**src/rtl/irq_vec_pkg.sv**
```systemverilog
package irq_vec_pkg;
  localparam int VEC_W  = 8;
  localparam int LVL_W  = 3;
  localparam int BASE_W = VEC_W - LVL_W;
  localparam logic [LVL_W-1:0] REG_OFFSET = 3'b001;

  // Joins the base and the low field into one vector.
  function automatic logic [VEC_W-1:0] build_vec(input logic [BASE_W-1:0] b,
                                                 input logic [LVL_W-1:0]  low);
    return {b, low};
  endfunction

  // A level of zero names no source.
  function automatic logic lvl_valid(input logic [LVL_W-1:0] l);
    return l != '0;
  endfunction
endpackage

```
**src/rtl/ivr_base_store.sv**
```systemverilog
module ivr_base_store
  import irq_vec_pkg::*;
(
  input  logic              clk,
  input  logic              rst_n,
  input  logic              sel,
  input  logic              wr_en,
  input  logic              irq_pending,
  input  logic [BASE_W-1:0] wbase,
  output logic [BASE_W-1:0] base,
  output logic              wr_err
);
  logic wr_req, wr_take, wr_block;
  assign wr_req   = sel & wr_en;
  assign wr_take  = wr_req & ~irq_pending;
  assign wr_block = wr_req & irq_pending;

  always_ff @(posedge clk or negedge rst_n) begin
    if (!rst_n) begin
      base   <= '0;
      wr_err <= 1'b0;
    end else begin
      if (wr_take) base <= wbase;
      wr_err <= wr_block;
    end
  end

  // a refused write keeps the base and reports once
  a_r7_base_frozen: assert property (@(posedge clk) disable iff (!rst_n)
    wr_block |=> ($stable(base) && wr_err));
  // an accepted write lands in the base
  a_r2_base_written: assert property (@(posedge clk) disable iff (!rst_n)
    wr_take |=> (base == $past(wbase) && !wr_err));
endmodule

```
**src/rtl/ivr_vec_out.sv**
```systemverilog
module ivr_vec_out
  import irq_vec_pkg::*;
(
  input  logic              clk,
  input  logic              rst_n,
  input  logic              sel,
  input  logic              rd_en,
  input  logic              iack,
  input  logic [LVL_W-1:0]  ack_lvl,
  input  logic [BASE_W-1:0] base,
  output logic [VEC_W-1:0]  dout,
  output logic              rd_vld,
  output logic              ack_vld
);
  logic ack_req, ack_prev, ack_edge, ack_take, rd_take;
  logic [VEC_W-1:0] vec_next;

  assign ack_req  = sel & iack;
  assign ack_edge = ack_req & ~ack_prev;
  assign ack_take = ack_edge & lvl_valid(ack_lvl);
  assign rd_take  = sel & rd_en & ~ack_req;

  always_comb begin
    vec_next = '0;
    if (ack_take)     vec_next = build_vec(base, ack_lvl);
    else if (rd_take) vec_next = build_vec(base, REG_OFFSET);
  end

  always_ff @(posedge clk or negedge rst_n) begin
    if (!rst_n) begin
      ack_prev <= 1'b0;
      dout     <= '0;
      rd_vld   <= 1'b0;
      ack_vld  <= 1'b0;
    end else begin
      ack_prev <= ack_req;
      dout     <= vec_next;
      rd_vld   <= rd_take;
      ack_vld  <= ack_take;
    end
  end

  // acknowledge vector carries the acknowledged level
  a_r4_level_in_vec: assert property (@(posedge clk) disable iff (!rst_n)
    ack_vld |-> (dout[LVL_W-1:0] != '0 && dout[VEC_W-1:LVL_W] == $past(base)));
  // read result carries the register offset
  a_r3_offset_on_read: assert property (@(posedge clk) disable iff (!rst_n)
    rd_vld |-> dout[LVL_W-1:0] == REG_OFFSET);
  // one strobe per acknowledge
  a_r6_single_pulse: assert property (@(posedge clk) disable iff (!rst_n)
    ack_vld |=> !ack_vld);
  // strobes exclusive
  a_r9_exclusive: assert property (@(posedge clk) disable iff (!rst_n)
    $onehot0({rd_vld, ack_vld}));
  // quiet output when no strobe
  a_r5_quiet_zero: assert property (@(posedge clk) disable iff (!rst_n)
    (!rd_vld && !ack_vld) |-> dout == '0);
endmodule

```
**src/rtl/irq_vec_reg.sv**
```systemverilog
module irq_vec_reg
  import irq_vec_pkg::*;
(
  input  logic             clk,
  input  logic             rst_n,
  input  logic             sel,
  input  logic             wr_en,
  input  logic             rd_en,
  input  logic [VEC_W-1:0] wdata,
  input  logic             irq_pending,
  input  logic             iack,
  input  logic [LVL_W-1:0] ack_lvl,
  output logic [VEC_W-1:0] dout,
  output logic             rd_vld,
  output logic             ack_vld,
  output logic             wr_err
);
  logic [BASE_W-1:0] base_w;

  ivr_base_store u_store (
    .clk(clk), .rst_n(rst_n), .sel(sel), .wr_en(wr_en),
    .irq_pending(irq_pending), .wbase(wdata[VEC_W-1:LVL_W]),
    .base(base_w), .wr_err(wr_err)
  );

  ivr_vec_out u_out (
    .clk(clk), .rst_n(rst_n), .sel(sel), .rd_en(rd_en), .iack(iack),
    .ack_lvl(ack_lvl), .base(base_w), .dout(dout),
    .rd_vld(rd_vld), .ack_vld(ack_vld)
  );

  // unselected cycles change nothing
  a_r8_unselected: assert property (@(posedge clk) disable iff (!rst_n)
    !sel |=> ($stable(base_w) && !rd_vld && !ack_vld && !wr_err));
endmodule

```
**config.mk**
```make
export PLATFORM = sky130hd
export DESIGN_NAME = irq_vec_reg
export DESIGN_NICKNAME = d
export VERILOG_FILES = /design/src/rtl/irq_vec_pkg.sv /design/src/rtl/ivr_base_store.sv /design/src/rtl/ivr_vec_out.sv /design/src/rtl/irq_vec_reg.sv
export SDC_FILE = /design/constraint.sdc
export NUM_CORES = 1
export LEC_CHECK = 0
export BUFFER_PORTS_ARGS = -buffer_cell sky130_fd_sc_hd__buf_4
export CELL_PAD_IN_SITES_DETAIL_PLACEMENT = 0
export CELL_PAD_IN_SITES_GLOBAL_PLACEMENT = 1
export CORE_MARGIN = 4
export CORE_UTILIZATION = 30
export CTS_BUF_LIST = sky130_fd_sc_hd__clkbuf_8
export DETAILED_ROUTE_END_ITERATION = 8
export PLACE_DENSITY = 0.74
export SETUP_SLACK_MARGIN = 0.05
export SLEW_MARGIN = 20
export SYNTH_ARGS = -nofsm -noshare
export SYNTH_HDL_FRONTEND = slang
export SYNTH_SLANG_ARGS = --single-unit
```
**constraint.sdc**
```tcl
create_clock -name clk -period 1.37 [get_ports clk]
set_clock_uncertainty 0.1 [all_clocks]
set_input_delay 0.274 -clock clk [delete_from_list [all_inputs] [get_ports clk]]
set_output_delay 0.274 -clock clk [all_outputs]
set_load 0.02 [all_outputs]
```
==> impl_metrics.csv, run 1 <==
group,metric,value,unit
placement,portBuffers,25,
power,switching_share,25.14,%
placement,dpl.hpwl,1103,um
synth,synth_seq_cells,17,
synth,yosysSeqAreaShare,56.11,%
power,seq_power_share,50.4,%
layout,layout_commonest_cell,"buf_4",
run,drv_cap,0,
cts,htree_levels,1,
setup_path,worstPathArrival,0.76,ns
detailed_routing,antenna_left,0,
worst_hold_path,hold_path.class,"input pin to flip-flop",
global_routing,grt_pass1_wl,2449,um
synth,netlist.area_leader.share,56.11,%
setup_path,reg2reg_depth,1,
sta,slew_headroom,74.73,%
placement,pre_cts_slack,0.2365,ns
floorplan,dieArea,3396,um^2
layout,syn_to_final_growth,34.49,%
placement,dp_cells,102,
sta,fin_setup_tns,0,ns
sta,max_freq,880.5,MHz
setup_path,crit_cells,1,
power,clock_power_share,30.3,%
cts,cts-root-buf,"clkbuf_8",
floorplan,row_count,17,
synth,synth_largest_area_cell,"dfrtp_1",
detailed_routing,vias_per_cell,4.664,
global_routing,grt_pass1_vias,520,
synth,yosys_warnings,0,
power,internal-power,0.8731,mW
floorplan,core,2297,um^2
setup_path,slowest_stage,"dfrtp_1",
layout,n_antenna_cell,0,
detailed_routing,drt-total-wl,1427,um
floorplan,pin_count,29,
cts,clockBufferDepth,2,
setup_path,criticalPathCategory,"flip-flop to output port",
power,p_per_area,1144,nW/um^2
floorplan,die_h,58.28,um
floorplan,start_util,33.01,%
layout,layout_common_cells,"25 x buf_4, 17 x dfrtp_1, 8 x inv_1",
sta,min_period,1.136,ns
detailed_routing,drc,0,
setup_path,path_buf_inv,1,
global_routing,grt_overflow,0,
sta,period_share,82.90,%
cts,clk_pin_slew,0.06,ns
power,switchingPower,0.2933,mW
layout,regArea,425.4,um^2
power,peakVddDrop,0.5629,mV
floorplan,fp.dieW,58.28,um
synth,synth.area.top_cells,"dfrtp_1 56%, o41ai_2 11%, mux2_4 9.9%",
synth,synth_nets,69,
layout,layout-drive-gt1-share,51.90,%
synth,yosysUniqueCellTypes,16,
sta,tightest_slew,0.3778,ns
setup_path,critPathLaunchType,"flip-flop",
cts,cts_tree,"done",
setup_path,crit_path_max_incr_delay,0.36,ns
global_routing,antenna_found_initial,0,
setup_path,worstPathRequired,1.00,ns
setup_path,critPathMaxFanout,1,
sta,hold_viol,0,
layout,fillCellCount,224,
synth,synthCells,51,
status,status,"complete, no violations",
cts,numCtsBuffers,3,
global_routing,grt_max_degree,18,
power,power_frac_comb,19.3,%
sta,setup_ws,0.2343,ns
synth,netlist_area,758.2,um^2
cts,clock_latency,0.25,ns
setup_path,path_cells,"buf_4",
placement,finalWeightedCongestion,0.7125,
detailed_routing,num_vias,499,
sta,grt_setup_unrepaired,"no",
layout,multiInputGateArea,290.3,um^2
setup_path,cp-end-kind,"output port",
detailed_routing,avgRoutedWirePerCell,13.34,um
cts,clock_sinks,17,
global_routing,track_usage,9.686,%
worst_hold_path,hold_depth,2,
sta,finalSetupViolCount,0,
setup_path,cp_top_family,"flip-flops",
layout,nets,98,
synth,avgSynthCellArea,14.87,um^2
sta,slew_viol_final,0,
power,power.leakage,0.5468,nW
cts,post_cts_buffers,0,
layout,fin_cells,107,
detailed_routing,dr.pass1.iters,4,
detailed_routing,drt_iter0_markers,6,
power by group through the flow:
stage | clock network (mW) | logic (mW) | registers [mW]
final | 0.353 | 0.225 | 0.588
after CTS | 0.369 | 0.229 | 0.589
after global placement | 0 | 0.222 | 0.596
after floorplan | 0 | 0.111 | 0.612
after detailed placement | 0 | 0.226 | 0.598
after global routing | 0.388 | 0.244 | 0.595
cells by family after synthesis:
kind of cell           Yosys count  share of synthesized area, %
buffers and inverters            9                         5.610
AO/OA/AOI/OAI                    6                         11.88
flip-flops                      17                         56.11
AND/OR/NAND/NOR                 14                         16.50
multiplexers                     5                         9.901
area by class of cell:
class	count	share of cell area, %
tap	28	3.436
sequential	17	41.72
clock inverter	1	0.3681
clock buffer	3	4.049
multi-input combinational	25	28.47
timing repair buffer	26	19.39
inverter	7	2.577
metal layers:
layer / vias to the layer above / wire length (um) / global-route usage, %
li1: 241 / - / -
met1: 229 / 630 / 12.24
met2: 26 / 596 / 14.19
met3: 3 / 171 / 3.118
met4: 0 / 28 / 5.960
met5: - / 0 / 0
registers in the layout (all words and copies together) (netlist names):
name,flops
u_out.dout,8
u_out.ack_vld,1
u_store.wr_err,1
u_out.ack_prev,1
u_store.base,5
u_out.rd_vld,1
per-stage QoR:
stage / total power, mW / utilization [%] / hold WS (ns) / cell area, um^2
floorplan: 0.7224 / - / -0.1216 / 758.2
global placement: 0.8174 / 41.99 / 0.04502 / 964.7
detailed placement: 0.8240 / 41.99 / 0.04684 / 964.7
CTS: 1.187 / 44.39 / 0.1401 / 1020
global route: 1.227 / 44.39 / 0.1443 / 1020
finish: 1.166 / 44.39 / 0.1488 / 1020
what timing repair did:
action                    4_1_cts  5_1_grt
hold endpoints to repair       17        0
gates resized for setup         0        0
hold buffers                    1        0
synth_stat cells (all sizes together):
cell    instances
dfrtp          17
inv             7
mux2            5
nand4b          5
o41ai           5
nand2           2
nor3            2
nor3b           2
and3            1
buf             1
clkbuf          1
nand3b          1
nor2            1
o32ai           1
path summary, 6_finish.rpt:
check | start | endpoint | slack [ns]
worst max register to register | u_out.ack_prev | u_out.dout[6] | 0.27
worst min-delay path | iack | u_out.rd_vld | 0.15
max in group asynchronous | rst_n | u_out.dout[3] | 0.66
worst max-delay path | u_out.dout[2] | dout[2] | 0.23
worst min register to register | u_store.base[1] | u_store.base[1] | 0.44
min in group asynchronous | rst_n | u_out.dout[4] | 0.33
Power figures use the tool's default switching activity.
==> run 2, diff against run 1 <==
==> constraint.sdc (replaced) <==
create_clock -name clk -period 1.13 [get_ports clk]
set_clock_uncertainty 0.1 [all_clocks]
set_input_delay 0.226 -clock clk [delete_from_list [all_inputs] [get_ports clk]]
set_output_delay 0.226 -clock clk [all_outputs]
set_load 0.02 [all_outputs]
==> run 2 against run 1 <==
Effect of this change: clock power rose by 22%; die area unchanged; sequential share of layout area fell by 2.7 points; global-route usage is 0.32 points higher; final cell count increased by 0.93%; combinational power rose by 35%; non-clock buffer count grew 1; sequential cell count stayed put; wire length rose by 2.2%; critical path type unchanged; highest routed layer unchanged.
==> impl_metrics.csv, run 2 (synthesized netlist as in run 1, its figures left out) <==
group,metric,value,unit
layout,layout_common_cells,"16 x dfrtp_1, 14 x buf_4, 11 x buf_6",
setup_path,path_cells,"buf_6",
sta,period_share,95.83,%
sta,grt_setup_unrepaired,"yes",
global_routing,antenna_found_initial,0,
global_routing,grt_max_degree,18,
cts,cts_tree,"done",
cts,clk_pin_slew,0.06,ns
layout,fillCellCount,217,
floorplan,die_h,58.28,um
setup_path,criticalPathCategory,"flip-flop to output port",
placement,portBuffers,25,
global_routing,track_usage,10.00,%
layout,nets,99,
sta,slew_viol_final,0,
detailed_routing,antenna_left,0,
status,status,"complete, no violations",
layout,layout-drive-gt1-share,53.75,%
sta,min_period,1.083,ns
floorplan,pin_count,29,
layout,layout_commonest_cell,"dfrtp_1",
cts,cts-root-buf,"clkbuf_8",
setup_path,crit_cells,1,
setup_path,slowest_stage,"dfrtp_1",
cts,clock_sinks,17,
detailed_routing,drt-total-wl,1458,um
floorplan,core,2297,um^2
layout,reg_top3,"u_out.dout x8, u_store.base x5",
layout,largest_reg_flops,8,
cts,htree_levels,1,
setup_path,cp_top_family,"flip-flops",
layout,syn_to_final_growth,44.22,%
setup_path,crit_path_max_incr_delay,0.38,ns
setup_path,reg2reg_depth,1,
setup_path,cp-end-kind,"output port",
sta,fin_hold_ws,0.1018,ns
sta,hold_viol,0,
global_routing,grt_overflow,0,
detailed_routing,dr.pass1.iters,2,
sta,tightest_slew,0.2549,ns
power,p_per_area,1331,nW/um^2
setup_path,worstPathArrival,0.76,ns
sta,fin_setup_tns,0,ns
floorplan,fp.dieW,58.28,um
worst_hold_path,hold_depth,2,
global_routing,grt_pass1_wl,2504,um
placement,dpl.hpwl,1114,um
detailed_routing,vias_per_cell,4.639,
power,power.leakage,0.5683,nW
detailed_routing,avgRoutedWirePerCell,13.50,um
floorplan,start_util,33.01,%
placement,finalWeightedCongestion,0.7179,
layout,largest-register,"u_out.dout",
setup_path,path_buf_inv,1,
sta,slew_headroom,82.95,%
power,peakVddDrop,0.5878,mV
worst_hold_path,hold_path.class,"input pin to flip-flop",
detailed_routing,drt_iter0_markers,4,
setup_path,critPathMaxFanout,1,
setup_path,worstPathRequired,0.80,ns
floorplan,row_count,17,
cts,clockBufferDepth,2,
detailed_routing,num_vias,501,
run,drv_cap,0,
sta,finalSetupViolCount,0,
global_routing,grt_pass1_vias,544,
cts,numCtsBuffers,3,
floorplan,dieArea,3396,um^2
detailed_routing,drc,0,
setup_path,critPathLaunchType,"flip-flop",
cts,clock_latency,0.25,ns
sta,max_freq,923.5,MHz
layout,n_antenna_cell,0,
run 2: timing repair:
action | 4_1_cts | 5_1_grt
gates resized for setup | 12 | 1
hold buffers | 1 | 0
hold endpoints to repair | 17 | 0
buffers inserted | 0 | 0
setup endpoints to repair | 14 | 12
run 2: layout make-up:
class	count	area [um^2]	area share (%)
inverters	7	26.28	2.403
multi-input cells	25	301.5	27.57
well taps	28	35.03	3.204
clock buffers	3	41.29	3.776
flip-flops and latches	17	426.7	39.02
repair buffers	27	259.0	23.68
clock inverters	1	3.754	0.3432
run 2: worst paths after layout:
check	start	slack, ns	to
setup / recovery	u_out.dout[6]	0.05	dout[6]
hold / removal	iack	0.10	u_out.rd_vld
setup reg to reg	u_out.ack_prev	0.07	u_out.dout[6]
hold reg to reg	u_store.base[1]	0.45	u_store.base[1]
max in group asynchronous	rst_n	0.45	u_out.ack_prev
min in group asynchronous	rst_n	0.28	u_out.dout[5]
run 2: where the power goes:
| part | total (mW) | internal (mW) | switching, mW |
|---|---|---|---|
| combinational | 0.303 | 0.172 | 0.132 |
| clock | 0.432 | 0.241 | 0.191 |
| sequential | 0.720 | 0.671 | 0.0488 |
run 2: layer usage:
metal	wire, um	up-vias	global-route usage (%)
met5	0	-	0
li1	-	243	-
met3	153	3	3.563
met2	635	26	14.83
met1	640	229	12.36
met4	29	0	5.960
run 2: through the flow:
step                      power [mW]  setup WS [ns]  util, %  cells  area (um^2)
after floorplan               0.8758         0.1201        -     51        758.2
after global placement        0.9973        0.05328    42.86    103        984.7
after detailed placement       1.005        0.01376    42.86    103        984.7
after CTS                      1.476        0.02785    47.11    108         1082
after global routing           1.540       0.008859    47.60    108         1094
final                          1.455        0.04713    47.60    108         1094
